$ cat config.mk
export PLATFORM = sky130hd
export DESIGN_NAME = fmr_sweep_engine
export DESIGN_NICKNAME = d
export VERILOG_FILES = /design/src/rtl/fmr_pkg.sv /design/src/rtl/fmr_majority_ref.sv /design/src/rtl/fmr_fault_voter.sv /design/src/rtl/fmr_case_step.sv /design/src/rtl/fmr_sweep_engine.sv
export SDC_FILE = /design/constraint.sdc
export NUM_CORES = 1
export LEC_CHECK = 0
export ABC_AREA = 1
export BUFFER_PORTS_ARGS = -buffer_cell sky130_fd_sc_hd__buf_2
export CORE_MARGIN = 1.5
export CORE_UTILIZATION = 56
export CTS_CLUSTER_DIAMETER = 50
export DETAILED_ROUTE_END_ITERATION = 10
export PLACE_DENSITY = 0.78
export SYNTH_ARGS = -nofsm -noshare
export SYNTH_HDL_FRONTEND = slang
export SYNTH_SLANG_ARGS = --single-unit
$ cat constraint.sdc
create_clock -name clk -period 2.8 [get_ports clk]
set_input_delay 0.28 -clock clk [delete_from_list [all_inputs] [get_ports clk]]
set_output_delay 0.28 -clock clk [all_outputs]
set_load 0.005 [all_outputs]
$ cat src/rtl/fmr_pkg.sv
package fmr_pkg;

    localparam int PAT_W = 3;

    typedef enum logic [1:0] {
        VK_AND_OR   = 2'd0,
        VK_PRIO_MUX = 2'd1,
        VK_XOR_SEL  = 2'd2,
        VK_OR_PRE   = 2'd3
    } voter_kind_e;

    typedef enum logic [1:0] {
        ST_IDLE = 2'd0,
        ST_RUN  = 2'd1,
        ST_DONE = 2'd2
    } sweep_state_e;

    // Number of fault-injectable internal nodes per structure
    function automatic int unsigned node_count(voter_kind_e kind);
        case (kind)
            VK_AND_OR:   return 3;
            VK_PRIO_MUX: return 4;
            default:     return 1;
        endcase
    endfunction

endpackage

$ cat src/rtl/fmr_majority_ref.sv
module fmr_majority_ref #(
    parameter int PAT_W = fmr_pkg::PAT_W
) (
    input  logic [PAT_W-1:0] pat,
    output logic             maj
);
    logic x, y, z;

    always_comb begin
        x   = pat[2];
        y   = pat[1];
        z   = pat[0];
        maj = (x & y) | (y & z) | (x & z);
    end
endmodule

$ cat src/rtl/fmr_fault_voter.sv
module fmr_fault_voter
    import fmr_pkg::*;
#(
    parameter int PAT_W  = fmr_pkg::PAT_W,
    parameter int MASK_W = 4
) (
    input  voter_kind_e       kind,
    input  logic [PAT_W-1:0]  pat,
    input  logic [MASK_W-1:0] flip,
    output logic              vote
);
    logic x, y, z;
    logic n0, n1, n2, n3;

    always_comb begin
        x    = pat[2];
        y    = pat[1];
        z    = pat[0];
        n0   = 1'b0;
        n1   = 1'b0;
        n2   = 1'b0;
        n3   = 1'b0;
        vote = 1'b0;
        case (kind)
            VK_AND_OR: begin
                n0   = (x & y) ^ flip[0];
                n1   = (y & z) ^ flip[1];
                n2   = (x & z) ^ flip[2];
                vote = n0 | n1 | n2;
            end
            VK_PRIO_MUX: begin
                n0   = (x ^ y) ^ flip[0];
                n1   = (y ^ z) ^ flip[1];
                n2   = (~n1) ^ flip[2];
                n3   = (n0 & n2) ^ flip[3];
                vote = n3 ? z : x;
            end
            VK_XOR_SEL: begin
                n0   = (x ^ y) ^ flip[0];
                vote = n0 ? z : y;
            end
            default: begin
                n0   = (x | y) ^ flip[0];
                vote = (n0 & z) | (x & y) | (y & z);
            end
        endcase
    end
endmodule

$ cat src/rtl/fmr_case_step.sv
module fmr_case_step
    import fmr_pkg::*;
#(
    parameter int PAT_W  = fmr_pkg::PAT_W,
    parameter int MASK_W = 4
) (
    input  voter_kind_e       kind,
    input  logic [PAT_W-1:0]  pat,
    input  logic [MASK_W-1:0] mask,
    output logic [PAT_W-1:0]  nxt_pat,
    output logic [MASK_W-1:0] nxt_mask,
    output logic              sweep_end
);
    logic [MASK_W:0]   span;
    logic [MASK_W-1:0] last_mask;
    logic              mask_wrap;

    always_comb begin
        span      = (MASK_W+1)'(1) << node_count(kind);
        last_mask = MASK_W'(span - 1'b1);
        mask_wrap = (mask == last_mask);
        nxt_mask  = mask_wrap ? MASK_W'(1) : mask + 1'b1;
        nxt_pat   = mask_wrap ? pat + 1'b1 : pat;
        sweep_end = mask_wrap && (pat == '1);
    end
endmodule

$ cat src/rtl/fmr_sweep_engine.sv
module fmr_sweep_engine
    import fmr_pkg::*;
#(
    parameter int MAX_NODES = 4,
    parameter int CNT_W     = $clog2((1 << fmr_pkg::PAT_W) * ((1 << MAX_NODES) - 1) + 1)
) (
    input  logic             clk,
    input  logic             rst,
    input  logic             start,
    input  logic [1:0]       voter_sel,
    output logic             busy,
    output logic             done,
    output logic [CNT_W-1:0] masked_cnt,
    output logic [CNT_W-1:0] total_cnt
);
    localparam int MASK_W = MAX_NODES;

    typedef struct packed {
        sweep_state_e      st;
        voter_kind_e       kind;
        logic [PAT_W-1:0]  pat;
        logic [MASK_W-1:0] mask;
        logic [CNT_W-1:0]  masked;
        logic [CNT_W-1:0]  total;
    } eng_t;

    eng_t eng_d, eng_q;

    logic              vote_w;
    logic              maj_w;
    logic [PAT_W-1:0]  nxt_pat_w;
    logic [MASK_W-1:0] nxt_mask_w;
    logic              sweep_end_w;

    fmr_fault_voter #(.PAT_W(PAT_W), .MASK_W(MASK_W)) i_voter (
        .kind (eng_q.kind),
        .pat  (eng_q.pat),
        .flip (eng_q.mask),
        .vote (vote_w)
    );

    fmr_majority_ref #(.PAT_W(PAT_W)) i_ref (
        .pat (eng_q.pat),
        .maj (maj_w)
    );

    fmr_case_step #(.PAT_W(PAT_W), .MASK_W(MASK_W)) i_step (
        .kind      (eng_q.kind),
        .pat       (eng_q.pat),
        .mask      (eng_q.mask),
        .nxt_pat   (nxt_pat_w),
        .nxt_mask  (nxt_mask_w),
        .sweep_end (sweep_end_w)
    );

    always_comb begin
        eng_d = eng_q;
        case (eng_q.st)
            ST_RUN: begin
                eng_d.total  = eng_q.total + 1'b1;
                eng_d.masked = eng_q.masked + CNT_W'(vote_w == maj_w);
                eng_d.pat    = nxt_pat_w;
                eng_d.mask   = nxt_mask_w;
                if (sweep_end_w) begin
                    eng_d.st = ST_DONE;
                end
            end
            default: begin
                if (start) begin
                    eng_d.st     = ST_RUN;
                    eng_d.kind   = voter_kind_e'(voter_sel);
                    eng_d.pat    = '0;
                    eng_d.mask   = MASK_W'(1);
                    eng_d.masked = '0;
                    eng_d.total  = '0;
                end
            end
        endcase
    end

    always_ff @(posedge clk) begin
        if (rst) begin
            eng_q.st     <= ST_IDLE;
            eng_q.kind   <= VK_AND_OR;
            eng_q.pat    <= '0;
            eng_q.mask   <= MASK_W'(1);
            eng_q.masked <= '0;
            eng_q.total  <= '0;
        end else begin
            eng_q <= eng_d;
        end
    end

    assign busy       = (eng_q.st == ST_RUN);
    assign done       = (eng_q.st == ST_DONE);
    assign masked_cnt = eng_q.masked;
    assign total_cnt  = eng_q.total;

endmodule

* Yosys cells after proc, flatten, opt, wreduce, memory -nomap -nowiden
Index checks and enable logic that the tools add are counted.
** Cells by class
- Eq/ne operators :: 9
- Shift operators :: 1
- Add/subtract/negate cells :: 5
- Reduce and logical (&&, ||, !) cells :: 6
- Mux-type cells :: 10
- Bitwise logic cells :: 24
** Operators with widths (number)
- $mux W25 :: 1
- $mux W21 :: 1
- $xor A1 B1 Y1 :: 10
- $add A7 B1 Y7 :: 1
- $add A7 B1 Y7 const B :: 1
- $or A1 B1 Y1 :: 7
- $pmux W3 S2 :: 1
- $reduce_and A2 Y1 :: 3
- $and A1 B1 Y1 :: 5
- $add A4 B1 Y4 const B :: 1
- $eq A2 B1 Y1 const B :: 2
- $eq A2 B2 Y1 const B :: 2
- $eq A4 B4 Y1 :: 1
- $mux W2 :: 2
- $mux W4 :: 1
- $ne A2 B1 Y1 const B :: 2
- $shl A1 B3 Y4 const A :: 1
- $sub A4 B1 Y4 const B :: 1
- $add A3 B1 Y3 const B :: 1
- $eq A3 B3 Y1 const B :: 1
- $mux W3 :: 1
- $pmux W1 S3 :: 1
- $logic_not A2 Y1 :: 1
- $mux W1 :: 2
- 4 further kinds :: 5
** Word-level totals
- Register bits after elaboration :: 25
- Output and inout port bits :: 16

* Depth between registers and ports, before layout
Gate-level depths: netlist of the first run.
- Depth after elaboration :: 11
- Depth in mapped cells :: 20
- Mapped depth without buffers :: 20

* Modules after synthesis
From an unflattened synthesis of the first run, not the netlist that was laid out.
** Unflattened totals
- Cell total of the unflattened synthesis :: 259
- Area total of the unflattened synthesis :: 1754.2 um^2
** Modules (own cells, without submodules)
- fmr_sweep_engine :: times used 1, area each 1265.0 um^2, cells an instance 168
- fmr_fault_voter :: times used 1, area each 240.2 um^2, cells an instance 48
- fmr_case_step :: times used 1, area each 227.7 um^2, cells an instance 39
- fmr_majority_ref :: times used 1, area each 21.3 um^2, cells an instance 4

* Worst setup path after synthesis of the first run
No wires, ideal clock.
- Kind :: register to register
- From :: reg, netlist name eng_q[20]
- To :: reg eng_q, in the netlist masked_cnt[6]
- Data arrival time :: 2.134 ns
- Cell stages (with the launch flop) :: 20
- Clock period less this slack :: 2.220 ns
- Library setup time :: 0.086 ns
- Buffers on the path :: 0
- Slack :: 0.580 ns
- Data required time :: 2.714 ns
- Path through :: dfxtp_1 -> inv_1 -> ha_1 -> inv_1 -> nand2_1 -> nand2_1 -> nand3_1 -> nand2_1 -> nand2_1 -> nand2_1 -> nand3_1 -> nand2_1 -> nand3_1 -> nand2_1 -> ha_1 -> ha_1 -> nand4_2 -> nor2_1 -> a21oi_1 -> a211oi_1
** On the way
- Word-level cells in the longest chain between the ends :: 9
- Elaborated cells between the ends (all ways) :: 23
** RTL lines
- $or A1 B1 Y1 / $xor A1 B1 Y1 (equally long branches) :: RTL line fmr_fault_voter.sv:43, fmr_fault_voter.sv:32, fmr_fault_voter.sv:39
- $xor A1 B1 Y1, on equally long branches :: RTL line fmr_fault_voter.sv:43, fmr_fault_voter.sv:32, fmr_fault_voter.sv:39
- $and A1 B1 Y1, on equally long branches :: RTL line fmr_fault_voter.sv:44, fmr_fault_voter.sv:35
- $or A1 B1 Y1 / $xor A1 B1 Y1 (equally long branches) :: RTL line fmr_fault_voter.sv:44, fmr_fault_voter.sv:35
- $or A1 B1 Y1 / $mux W1 (equally long branches) :: RTL line fmr_fault_voter.sv:44, fmr_fault_voter.sv:36
- $pmux W1 S3 :: RTL line fmr_fault_voter.sv:24 : case (kind)
- $eq A1 B1 Y1 (*) :: RTL line fmr_sweep_engine.sv:61 : eng_d.masked = eng_q.masked + CNT_W'(vote_w == maj_w);
- $add A7 B1 Y7 (*) :: RTL line fmr_sweep_engine.sv:61
- $mux W21 (*) :: RTL line fmr_sweep_engine.sv:58 : case (eng_q.st)
- to (signal assigned) :: RTL line fmr_sweep_engine.sv:90 : eng_q <= eng_d;
- to (decl) :: RTL line fmr_sweep_engine.sv:27 : eng_t eng_d, eng_q;
Every way passes the cells marked *; elsewhere a longest branch is shown, timed or not.
A chain may end at the register's enable or synchronous reset.

* Worst setup path in the final report of the first run
- From :: reg, netlist name eng_q[19]
- To :: reg eng_q, in the netlist masked_cnt[6]
** On the way
- Word-level cells in the longest chain between the ends :: 11
- Elaborated cells between the ends (all ways) :: 27
** RTL lines
- $xor A1 B1 Y1 (2 in series) :: RTL line fmr_fault_voter.sv:33 : n1 = (y ^ z) ^ flip[1];
- $not A1 Y1 :: RTL line fmr_fault_voter.sv:34 : n2 = (~n1) ^ flip[2];
- $xor A1 B1 Y1 :: RTL line fmr_fault_voter.sv:34
- $and A1 B1 Y1 :: RTL line fmr_fault_voter.sv:35 : n3 = (n0 & n2) ^ flip[3];
- $xor A1 B1 Y1 :: RTL line fmr_fault_voter.sv:35
- $mux W1 :: RTL line fmr_fault_voter.sv:36 : vote = n3 ? z : x;
- $pmux W1 S3 :: RTL line fmr_fault_voter.sv:24
- $eq A1 B1 Y1 (*) :: RTL line fmr_sweep_engine.sv:61
- $add A7 B1 Y7 (*) :: RTL line fmr_sweep_engine.sv:61
- $mux W21 (*) :: RTL line fmr_sweep_engine.sv:58
Marked as above.

==> results.md, run 1 <==
* Class of the worst hold path: primary input to flip-flop
* Worst slack on hold paths at 258.1 ps
* Synthesized Nets at 221
* Resized Gates After CTS at 0
* Via count at 1344
* Crit path required time at 3050 ps
* Wire length reported by the detailed router at 3108 µm
* Leading register cell type out of synthesis: sky130_fd_sc_hd__dfxtp_1
* Cell with the most instances after synthesis: sky130_fd_sc_hd__nand2_1
* Yosys warnings at 0
* Row count at 18
* Synth top area cells: sky130_fd_sc_hd__dfxtp_1 34%, sky130_fd_sc_hd__nand2_1 13%, sky130_fd_sc_hd__buf_4 7.5%, sky130_fd_sc_hd__a21oi_1 7.0%, sky130_fd_sc_hd__ha_1 6.7%
* CP max stage cell: sky130_fd_sc_hd__dfxtp_1
* Cell-by-cell trace of the critical path: inv_1 > ha_1 > inv_1 > nand2_1 > nand2_1 > nand4_1 > nand2_1 > nand2_1 > nand3_1 > nand2_1 > nand2_1 > nand2_1 > nand2_1 > ha_1 > ha_1 > nand4_2 > nor2_1 > a21oi_1 > a211oi_1
* Leakage at 0.0006498 µW
* Max_slew headroom at 77.32%
* Routed wire per std cell at 12.74 µm
* Die height at about 55 µm
* Non-filler instance count after layout at 244
* Area of all placed cells without fillers at 1525 µm²
* Flip-flop and latch count after synthesis at 25
* Hold violation count in the final report at 0
* Cells on Worst Hold Path at 3
* Diodes inserted at 0
* Critical hold path startpoint: voter_sel[1]
* Layout overhead on the synthesized area at 2.179%
* GR Overflow Total at 0
* Footprint of the multi-input gates at 775.7 µm²
* Root buffer cell: sky130_fd_sc_hd__clkbuf_4
* Post-layout nets at ~230
* Post-route worst setup slack at 309.1 ps
* Number of H-tree levels at 1
* Worst Path Arrival at ~2700 ps
* Horiz. Die Dim at 54.63 µm
* Worst slew pin tran at roughly 340 ps
* Wire length of the first global-routing pass at roughly 5000 µm
* Vias in the first global route at 1175
* Critical Path Most Common Cell: sky130_fd_sc_hd__nand2_1
* Count of pins over their slew limit at 0
* Post-detailed-route via-to-cell ratio at 5.508
* Worst reg2reg path startpoint: eng_q[19]$_SDFFE_PP0P_
* Register area at 500.5 µm²
* Number of design rule violations left after detail routing at 0
* Time the final worst path needs with I/O delays and setup at 2491 ps
* Fraction of the yosys area taken by sequential cells at 33.53%
* Die area at 2984 µm²
* Run status: completed
* Library cell with the largest summed area after synthesis: sky130_fd_sc_hd__dfxtp_1
* Final RePlAce weighted congestion at 0.9896
* RSZ-0062 raised after global routing: no
* Crit path max-delay family: simple AND/OR/NAND/NOR gates
* Aggregate negative setup slack at 0 ps
* Mapped cell area at 1493 µm²
* Sum of net half-perimeters after detailed placement at 2410 µm
* First-pass iteration count of the detailed router at 4
* Endpoint of the worst-slack reg-to-reg timing path: masked_cnt[6]$_SDFFE_PP0P_
* Clock buffer count from CTS at 3
* Buffering stage count on the worst path with inverters included at 2
* Post-Syn Instances at 208
* Clock buffer depth at 2
* Capturing element type of the critical path: flip-flop
* Number of DRC markers after the initial detailed-route iteration at 27
* Post-CTS setup buffer count at 0
* Post-Syn Area per Cell at 7.176 µm²
* Port-buffer cells at 20
* Critical path fanouts, max at 4
* Path type of the worst setup path: flip-flop to flip-flop
* Later-pin clock latency in the skew report at 320 ps
* Power density over the cells at 424.7 nW/µm²
* Proportion of layout cells with a drive suffix above 1 at 15.89%
* Worst-case hold path end point: eng_q[22]$_SDFFE_PP0P_
* Most instantiated cells after synthesis: 52 x sky130_fd_sc_hd__nand2_1, 25 x sky130_fd_sc_hd__dfxtp_1, 21 x sky130_fd_sc_hd__a21oi_1
* Total routing resource utilization after global routing at between 20% and 30%
* Count of unique library cells instantiated by Yosys at 29
* Max-cap check violation count at 0
* Portion of synthesized cell area occupied by the leading cell type at between 30% and 40%
* Setup-failing EPs final at 0
* Number of fill cells in the layout at 242
* CTS clock-pin slew for the worst setup and hold paths at 130 ps
* Count of cells along the worst register-to-register path at 19
* Initial antenna violation count at 0
* Number of ports placed on the die boundary at 21
* FF-to-FF setup slack at 310 ps
* Fraction of the cycle the final worst path needs at 88.96%
* Clock tree skew after final layout at 1.531 ps
* Maximum operating frequency at 0.4015 GHz
* Number of hold-repair buffers added at the cts stage at 0
* Cell Count Post-Placement at 240
* Starting density of the core at 59.71%
* Worst supply voltage drop on vdd at roughly 0.37 mV
* Total clock sinks at 25
* CTS tree: done
* Cell Area, Placed at 1499 µm²
* Number of flops mapped to enable cells by yosys at 0
* Floorplan core area at around 2500 µm²
* Largest stage delay on the critical path at roughly 400 ps
* Largest net degree at the start of global routing at 19
* Antenna-violating nets left at 0
* Worst Setup Slack post-DPL at 345.7 ps
* Startpoint type of the worst setup path: flip-flop
* Async set-or-reset flop fraction in the synthesized netlist at 0%
## layout make-up
class | instances | share of cell area, %
multi-input cells | 143 | 50.86
flip-flops and latches | 25 | 32.81
well taps | 30 | 2.461
clock buffers | 4 | 1.723
inverters | 22 | 5.578
repair buffers | 20 | 6.563
## per-layer routing
metal	wire length [µm]	part of all wire [%]	vias to the layer above	GRT usage (%)
met4	13	0.42	0	4.167
met1	1444	46	618	30.54
li1	-	-	690	-
met3	160	5.1	2	5.464
met2	1489	48	34	39.29
met5	0	0	-	0
## placed cells by master, fill, tap and decap left out
| cell type | n |
|---|---|
| sky130_fd_sc_hd__inv_2 | 2 |
| sky130_fd_sc_hd__nor2_2 | 1 |
| sky130_fd_sc_hd__a21oi_1 | 21 |
| sky130_fd_sc_hd__buf_2 | 20 |
| sky130_fd_sc_hd__nand2_1 | 52 |
| sky130_fd_sc_hd__nand3_2 | 1 |
| sky130_fd_sc_hd__inv_1 | 19 |
| sky130_fd_sc_hd__inv_4 | 1 |
| sky130_fd_sc_hd__a211oi_1 | 2 |
| sky130_fd_sc_hd__nand2_4 | 1 |
| sky130_fd_sc_hd__a31oi_1 | 1 |
| sky130_fd_sc_hd__o2111ai_1 | 1 |
| sky130_fd_sc_hd__a311oi_1 | 2 |
| sky130_fd_sc_hd__ha_1 | 8 |
| sky130_fd_sc_hd__nand4_2 | 1 |
| sky130_fd_sc_hd__o21ai_0 | 12 |
| sky130_fd_sc_hd__xor2_1 | 3 |
| sky130_fd_sc_hd__nor2_4 | 2 |
| sky130_fd_sc_hd__nand4_1 | 4 |
| sky130_fd_sc_hd__a22oi_1 | 2 |
| sky130_fd_sc_hd__clkbuf_1 | 1 |
| sky130_fd_sc_hd__dfxtp_1 | 25 |
| sky130_fd_sc_hd__o21ai_1 | 1 |
| sky130_fd_sc_hd__a211oi_2 | 1 |
| sky130_fd_sc_hd__nor4_1 | 3 |
| sky130_fd_sc_hd__nand2_2 | 1 |
| sky130_fd_sc_hd__clkbuf_4 | 3 |
| sky130_fd_sc_hd__nor2_1 | 15 |
| sky130_fd_sc_hd__nand3_1 | 8 |
## stage by stage
step | util (%) | total power [µW]
floorplan | - | 470.9
global placement | 59.96 | 489.3
detailed placement | 59.96 | 491.9
CTS | 61.01 | 648.7
global route | 61.01 | 685.2
finish | 61.01 | 647.7
## worst max-delay path by stage
stage | slack [ps] | startpoint | cells after the start | to
CTS | 310 | eng_q[19]$_SDFFE_PP0P_ | 19 | masked_cnt[6]$_SDFFE_PP0P_
detailed placement | 350 | eng_q[19]$_SDFFE_PP0P_ | 19 | masked_cnt[6]$_SDFFE_PP0P_
floorplan | 580 | eng_q[20]$_SDFFE_PP0P_ | 19 | masked_cnt[6]$_SDFFE_PP0P_
global placement | 420 | eng_q[20]$_SDFFE_PP0P_ | 19 | masked_cnt[6]$_SDFFE_PP0P_
global route | 30 | eng_q[20]$_SDFFE_PP0P_ | 19 | masked_cnt[6]$_SDFFE_PP0P_
finish | 310 | eng_q[19]$_SDFFE_PP0P_ | 19 | masked_cnt[6]$_SDFFE_PP0P_
## power breakdown
group / internal, µW / switching [µW] / total, µW
Sequential: 366 / 13.5 / 380
Clock: 55.8 / 108 / 164
Combinational: 35.7 / 68.3 / 104
## worst register-to-register path: cells and delay by family, from the launching register on
kind	cells	cell delay (ps)
buffers and inverters	2	130
AO/OA/AOI/OAI	2	220
adder cells (fa/ha/maj)	3	660
flip-flops	1	400
AND/OR/NAND/NOR	12	1000
## registers in the layout (all words and copies together), names as in the netlist
signal / flops
eng_q: 11
masked_cnt: 7
total_cnt: 7
## logic make-up (layout without fill, tap and decap cells)
| family | after synthesis | after routing | share of synthesized area, % |
|---|---|---|---|
| adders and majority gates | 8 | 8 | 6.706 |
| DFF | 25 | 25 | 33.53 |
| and+or+nand+nor | 89 | 89 | 27.07 |
| xor gates and xnor gates | 3 | 3 | 1.761 |
| buffers and inverters | 40 | 46 | 14.50 |
| AOI/OAI and AO/OA | 43 | 43 | 16.43 |
(Power assumes the default switching activity.)
==> run 2: changes to the inputs <==
Settings changed: CORE_ASPECT_RATIO set to 1.5.
==> run 2 against run 1 <==
Net effect: clock skew up 5.3 ps; critical path depth unchanged; combinational power is essentially flat; first-iteration DRC count grew 74%; clock power is 3% lower; setup slack lost 24 ps; critical endpoint unchanged; flip-flop and latch count did not move; clock-buffer cell count shrank 1; cell count down 2.5%.
==> results.md, run 2 (synthesized netlist as in run 1, its figures left out) <==
* Cells on Worst Hold Path at 3
* Setup-failing EPs final at 0
* Antenna-violating nets left at 0
* Clock buffer depth at 2
* Max-cap check violation count at 0
* Total routing resource utilization after global routing at 22.77%
* FF-to-FF setup slack at 290 ps
* Startpoint type of the worst setup path: flip-flop
* Wire length of the first global-routing pass at 5133 µm
* Non-filler instance count after layout at around 240
* Time the final worst path needs with I/O delays and setup at between 2000 and 3000 ps
* Via count at 1347
* Worst reg2reg path startpoint: eng_q[19]$_SDFFE_PP0P_
* Critical Path Most Common Cell: sky130_fd_sc_hd__nand2_1
* Largest reg by FF count: eng_q
* Cell Count Post-Placement at 234
* Area of all placed cells without fillers at roughly 1500 µm²
* Port-buffer cells at 20
* Destination of the critical timing path: masked_cnt[6]$_SDFFE_PP0P_
* Number of ports placed on the die boundary at 21
* Path type of the worst setup path: flip-flop to flip-flop
* Vias in the first global route at 1292
* Flip-flop count of the largest register after layout at 11
* Leading cell type in the layout, fill and taps excluded: sky130_fd_sc_hd__nand2_1
* Number of fill cells in the layout at about 240
* RSZ-0062 raised after global routing: no
* Worst slew pin tran at 346.8 ps
* Final core utilization at 61.36%
* Layout overhead on the synthesized area at 1.844%
* Crit path required time at around 3100 ps
* Hold violation count in the final report at 0
* Number of DRC markers after the initial detailed-route iteration at 47
* Later-pin clock latency in the skew report at 320 ps
* Initial antenna violation count at 0
* GR Overflow Total at 0
* Worst Setup Slack post-DPL at 324.2 ps
* Die area at 2991 µm²
* Horiz. Die Dim at 45.16 µm
* Wire length reported by the detailed router at 3026 µm
* Count of pins over their slew limit at 0
* Footprint of the multi-input gates at 775.7 µm²
* Clock buffer count from CTS at 3
* Sum of net half-perimeters after detailed placement at 2400 µm
* Total clock sinks at 25
* Critical path fanouts, max at 4
* Largest net degree at the start of global routing at 19
* Clock tree skew after final layout at roughly 7 ps
* Post-route worst setup slack at 285.0 ps
* First-pass iteration count of the detailed router at 4
* Final RePlAce weighted congestion at 0.9831
* Register area at around 500 µm²
* Fraction of the cycle the final worst path needs at 89.82%
* Max_slew headroom at 76.88%
* Root buffer cell: sky130_fd_sc_hd__clkbuf_4
* Aggregate negative setup slack at 0 ps
* Power density over the cells at ~420 nW/µm²
* Row count at 22
* Count of cells along the worst register-to-register path at 19
* Post-CTS setup buffer count at 0
* Endpoint of the worst-slack reg-to-reg timing path: masked_cnt[6]$_SDFFE_PP0P_
* Class of the worst hold path: primary input to flip-flop
* Worst Path Arrival at 2760 ps
* Worst supply voltage drop on vdd at 0.2829 mV
* CTS clock-pin slew for the worst setup and hold paths at roughly 140 ps
* Cell Area, Placed at 1491 µm²
* Proportion of layout cells with a drive suffix above 1 at 16.82%
* Number of design rule violations left after detail routing at 0
* CP max stage cell: sky130_fd_sc_hd__dfxtp_1
* Cell-by-cell trace of the critical path: inv_1 > ha_1 > inv_1 > nand2_1 > nand2_1 > nand3_1 > nand2_1 > nand3_1 > nand3_1 > nand2_1 > nand2_1 > nand2_1 > nand2_1 > ha_1 > ha_1 > nand4_2 > nor2_1 > a21oi_1 > a211oi_1
* Beginning of the critical path: eng_q[19]$_SDFFE_PP0P_
* Largest stage delay on the critical path at approximately 400 ps
* Number of H-tree levels at 1
* Run status: completed
* Commonest cells after routing, fill and taps aside: 52 x sky130_fd_sc_hd__nand2_1, 24 x sky130_fd_sc_hd__dfxtp_1, 21 x sky130_fd_sc_hd__a21oi_1, 20 x sky130_fd_sc_hd__buf_2, 19 x sky130_fd_sc_hd__inv_1
* Post-layout nets at 228
* Diodes inserted at 0
* Leakage at 0.0006531 µW
* Floorplan core area at 2477 µm²
* Die height at 66.23 µm
* Routed wire per std cell at about 13 µm
* Starting density of the core at 60.25%
* CTS tree: done
* Maximum operating frequency at approximately 0.4 GHz
* Post-detailed-route via-to-cell ratio at 5.660
* Capturing element type of the critical path: flip-flop
[run 2: worst min path at each step]
| stage | startpoint | endpoint |
|---|---|---|
| floorplan | masked_cnt[6]$_SDFFE_PP0P_ | masked_cnt[6]$_SDFFE_PP0P_ |
| global placement | masked_cnt[6]$_SDFFE_PP0P_ | masked_cnt[6]$_SDFFE_PP0P_ |
| detailed placement | total_cnt[6]$_SDFFE_PP0P_ | total_cnt[6]$_SDFFE_PP0P_ |
| CTS | voter_sel[1] | eng_q[22]$_SDFFE_PP0P_ |
| global route | voter_sel[1] | eng_q[22]$_SDFFE_PP0P_ |
| finish | voter_sel[1] | eng_q[22]$_SDFFE_PP0P_ |
[run 2: routing by layer]
layer  wire length (µm)  GRT usage [%]  up-vias  part of all wire, %
li1                   -              -      689                    -
met1               1232          22.28      629                   41
met2               1660          45.18       22                   55
met3                 81          2.732        7                  2.7
met4                 51          8.456        0                  1.7
met5                  0              0        -                    0
[run 2: final cells by class]
cell class | instances | share of cell area, %
Timing Repair Buffer | 20 | 6.584
Sequential cell | 25 | 33.00
Clock inverter | 1 | 0.3292
Inverter | 22 | 5.597
Tap cell | 24 | 1.975
Clock buffer | 3 | 1.481
Multi-Input combinational cell | 143 | 51.03
[run 2: where the power goes]
group / leakage [µW] / switching (µW) / internal, µW
sequential: 0.000203 / 14.1 / 366
clock: 0.0000177 / 106 / 53.5
combinational: 0.000432 / 67.9 / 35.9
total: 0.000653 / 188 / 456
[run 2: metrics by stage]
| step | hold WS [ps] | power, µW |
|---|---|---|
| 2_1_floorplan | 437.6 | 470.9 |
| 3_3_place_gp | 447.4 | 488.1 |
| 3_5_place_dp | 455.0 | 491.7 |
| 4_1_cts | 243.2 | 648.0 |
| 5_1_grt | 255.0 | 680.3 |
| 6_report | 246.6 | 643.5 |
[run 2: repair_timing]
| item | 4_1_cts | 5_1_grt |
|---|---|---|
| endpoints found under the setup margin | 0 | 1 |
| hold buffers | 0 | 0 |
| gates resized for setup | 0 | 1 |
[run 2: critical path: cells and delay by family (launching register included)]
family | cells | cell delay [ps]
AND/OR/NAND/NOR | 12 | 1030
AO/OA/AOI/OAI | 2 | 220
buffers and inverters | 2 | 140
flip-flops | 1 | 400
adder cells (fa/ha/maj) | 3 | 670
==> run 3: changes to the inputs <==
Settings changed: CORE_ASPECT_RATIO 1.5 to 0.5, CORE_UTILIZATION 56 to 58, PLACE_DENSITY 0.78 to 0.8, SYNTH_HIERARCHICAL set to 1.
==> run 3 against run 2 <==
Net effect: routed wire length grew 21%; sequential power is essentially flat; setup slack lost 61 ps; non-clock buffer count grew 2; clock skew shrank 3.8 ps; largest power group unchanged; synthesized cell count is 25% higher.
==> results.md, run 3 <==
* Run status: completed
* Starting density of the core at 64.19%
* Row count at 13
* Post-Syn Instances at 259
* Synthesized Nets at 273
* Clock tree skew after final layout at 2.979 ps
* Worst supply voltage drop on vdd at 0.4068 mV
* Worst slack on hold paths at 252.5 ps
* Later-pin clock latency in the skew report at approximately 270 ps
* Cells on Worst Hold Path at 3
* Number of ports placed on the die boundary at 21
* Flip-flop and latch count after synthesis at 25
* Initial antenna violation count at 0
* Count of unique library cells instantiated by Yosys at 32
* Cell-by-cell trace of the critical path: inv_1 > ha_1 > inv_1 > nand2_1 > nand2_2 > nand4_1 > nand2_1 > nand2_1 > nand3_1 > nand3_1 > xnor2_1 > ha_1 > ha_1 > nand3_1 > nor2_2 > nand3_1 > nand2_1 > inv_1
* Startpoint type of the worst setup path: flip-flop
* Routed wire per std cell at ~12 µm
* Worst Path Arrival at 2750 ps
* GR Overflow Total at 0
* Count of pins over their slew limit at 0
* Root buffer cell: sky130_fd_sc_hd__clkbuf_8
* First-pass iteration count of the detailed router at 4
* Proportion of layout cells with a drive suffix above 1 at 18.80%
* Number of DRC markers after the initial detailed-route iteration at 82
* Leading register cell type out of synthesis: sky130_fd_sc_hd__dfxtp_1
* Horiz. Die Dim at approximately 81 µm
* Synth top area cells: sky130_fd_sc_hd__dfxtp_1 29%, sky130_fd_sc_hd__nand2_1 14%, sky130_fd_sc_hd__nand3_1 7.7%, sky130_fd_sc_hd__inv_1 6.8%, sky130_fd_sc_hd__ha_1 6.4%
* Vias in the first global route at 1483
* Crit path required time at about 3000 ps
* Path type of the worst setup path: flip-flop to flip-flop
* Clock buffer depth at 2
* Die area at 3383 µm²
* Critical path fanouts, max at 4
* Number of fill cells in the layout at 264
* Async set-or-reset flop fraction in the synthesized netlist at 0%
* Cell Area, Placed at between 1500 and 2000 µm²
* Post-Syn Area per Cell at 6.773 µm²
* Total clock sinks at 25
* Portion of synthesized cell area occupied by the leading cell type at approximately 29%
* Layout overhead on the synthesized area at 3.994%
* Total routing resource utilization after global routing at 23.70%
* Worst reg2reg path startpoint: eng_q[20]$_SDFFE_PP0P_
* Number of design rule violations left after detail routing at 0
* Capturing element type of the critical path: flip-flop
* Aggregate negative setup slack at 0 ps
* Fraction of the cycle the final worst path needs at 92.01%
* CTS clock-pin slew for the worst setup and hold paths at ~90 ps
* Number of hold-repair buffers added at the cts stage at 0
* Flip-flop count of the largest register after layout at 11
* Time the final worst path needs with I/O delays and setup at 2576 ps
* Final core utilization at 66.76%
* Clock buffer count from CTS at 3
* Library cell with the largest summed area after synthesis: sky130_fd_sc_hd__dfxtp_1
* Fraction of the yosys area taken by sequential cells at 28.53%
* Wire length reported by the detailed router at 3670 µm
* Cell with the most instances after synthesis: sky130_fd_sc_hd__nand2_1
* Port-buffer cells at 20
* Post-layout nets at 281
* Resized Gates After CTS at 0
* Count of cells along the worst register-to-register path at 18
* Post-detailed-route via-to-cell ratio at ~5.3
* Sum of net half-perimeters after detailed placement at approximately 2700 µm
* Largest stage delay on the critical path at 400 ps
* Maximum operating frequency at 0.3881 GHz
* Power density over the cells at 389.3 nW/µm²
* Via count at approximately 1600
* Leading cell type in the layout, fill and taps excluded: sky130_fd_sc_hd__nand2_1
* Hold violation count in the final report at 0
* Area of all placed cells without fillers at approximately 1800 µm²
* Commonest cells after routing, fill and taps aside: 64 x sky130_fd_sc_hd__nand2_1, 32 x sky130_fd_sc_hd__inv_1, 27 x sky130_fd_sc_hd__nand3_1, 26 x sky130_fd_sc_hd__nor2_1, 24 x sky130_fd_sc_hd__dfxtp_1
* Yosys warnings at 6
* Class of the worst hold path: primary input to flip-flop
* Largest net degree at the start of global routing at 19
* CP max stage cell: sky130_fd_sc_hd__dfxtp_1
* Worst slew pin tran at around 420 ps
* Diodes inserted at 0
* Most instantiated cells after synthesis: 64 x sky130_fd_sc_hd__nand2_1, 32 x sky130_fd_sc_hd__inv_1, 27 x sky130_fd_sc_hd__nand3_1, 27 x sky130_fd_sc_hd__nor2_1, 25 x sky130_fd_sc_hd__dfxtp_1
* Leakage at about 0.00084 µW
* Beginning of the critical path: eng_q[20]$_SDFFE_PP0P_
* Die height at 41.89 µm
* Number of H-tree levels at 1
* Mapped cell area at 1754 µm²
* Wire length of the first global-routing pass at 6313 µm
* Final RePlAce weighted congestion at 0.8309
* Floorplan core area at 2733 µm²
* Max-cap check violation count at 0
* Max_slew headroom at 72.16%
* Setup-failing EPs final at 0
* Critical hold path startpoint: voter_sel[0]
* Post-CTS setup buffer count at 0
* Antenna-violating nets left at 0
* Number of flops mapped to enable cells by yosys at 0
* CTS tree: done
* Largest reg by FF count: eng_q
-- run 3: worst paths after layout --
path,endpoint,slack [ps]
worst min register to register,masked_cnt[5]$_SDFFE_PP0P_,490
worst max register to register,masked_cnt[6]$_SDFFE_PP0P_,220
worst max-delay path,masked_cnt[6]$_SDFFE_PP0P_,220
worst min-delay path,eng_q[21]$_SDFFE_PP0P_,250
-- run 3: layer usage --
| layer | up-vias | routed length [µm] | global-route usage [%] |
|---|---|---|---|
| met4 | 0 | 44 | 8.621 |
| met5 | - | 0 | 0 |
| met3 | 6 | 212 | 3.956 |
| met2 | 49 | 1761 | 41.01 |
| met1 | 725 | 1652 | 29.68 |
| li1 | 824 | - | - |
-- run 3: where the power goes --
group	leakage (µW)	internal [µW]	switching [µW]
registers	0.000204	364	16.7
logic	0.000609	40.6	72.7
clock network	0.0000228	102	114
total	0.000835	507	204
-- run 3: cell type report --
class                   instances  area, µm²  share of cell area, %
clock buffers                   4      45.04                  2.469
well taps                      37      46.29                  2.538
inverters                      36      135.1                  7.407
flip-flops and latches         25      504.2                  27.64
multi-input cells             179      978.4                  53.64
repair buffers                 22      115.1                  6.310
-- run 3: critical path: cells and delay by family (launching register included) --
kind / cells / cell delay (ps)
adders and majority gates: 3 / 650
DFF: 1 / 400
xor gates and xnor gates: 1 / 180
buffers and inverters: 3 / 190
and+or+nand+nor: 11 / 1050
-- run 3: kinds of logic (layout without fill, tap and decap cells) --
| family | Yosys count | in the layout | synth area share [%] |
|---|---|---|---|
| buffers and inverters | 55 | 62 | 15.83 |
| AO/OA/AOI/OAI | 26 | 26 | 9.772 |
| flip-flops | 25 | 25 | 28.53 |
| adder cells (fa/ha/maj) | 9 | 9 | 6.420 |
| AND/OR/NAND/NOR | 139 | 139 | 36.95 |
| XOR/XNOR | 5 | 5 | 2.496 |
-- run 3: through the flow --
| step | std cells | worst slack (ps) | total power [µW] |
|---|---|---|---|
| after floorplan | 259 | 489.9 | 481.0 |
| after global placement | 299 | 285.5 | 498.2 |
| after detailed placement | 299 | 147.7 | 502.7 |
| after CTS | 303 | 123.5 | 717.6 |
| after global routing | 303 | -38.91 | 744.4 |
| final | 303 | 223.6 | 710.2 |
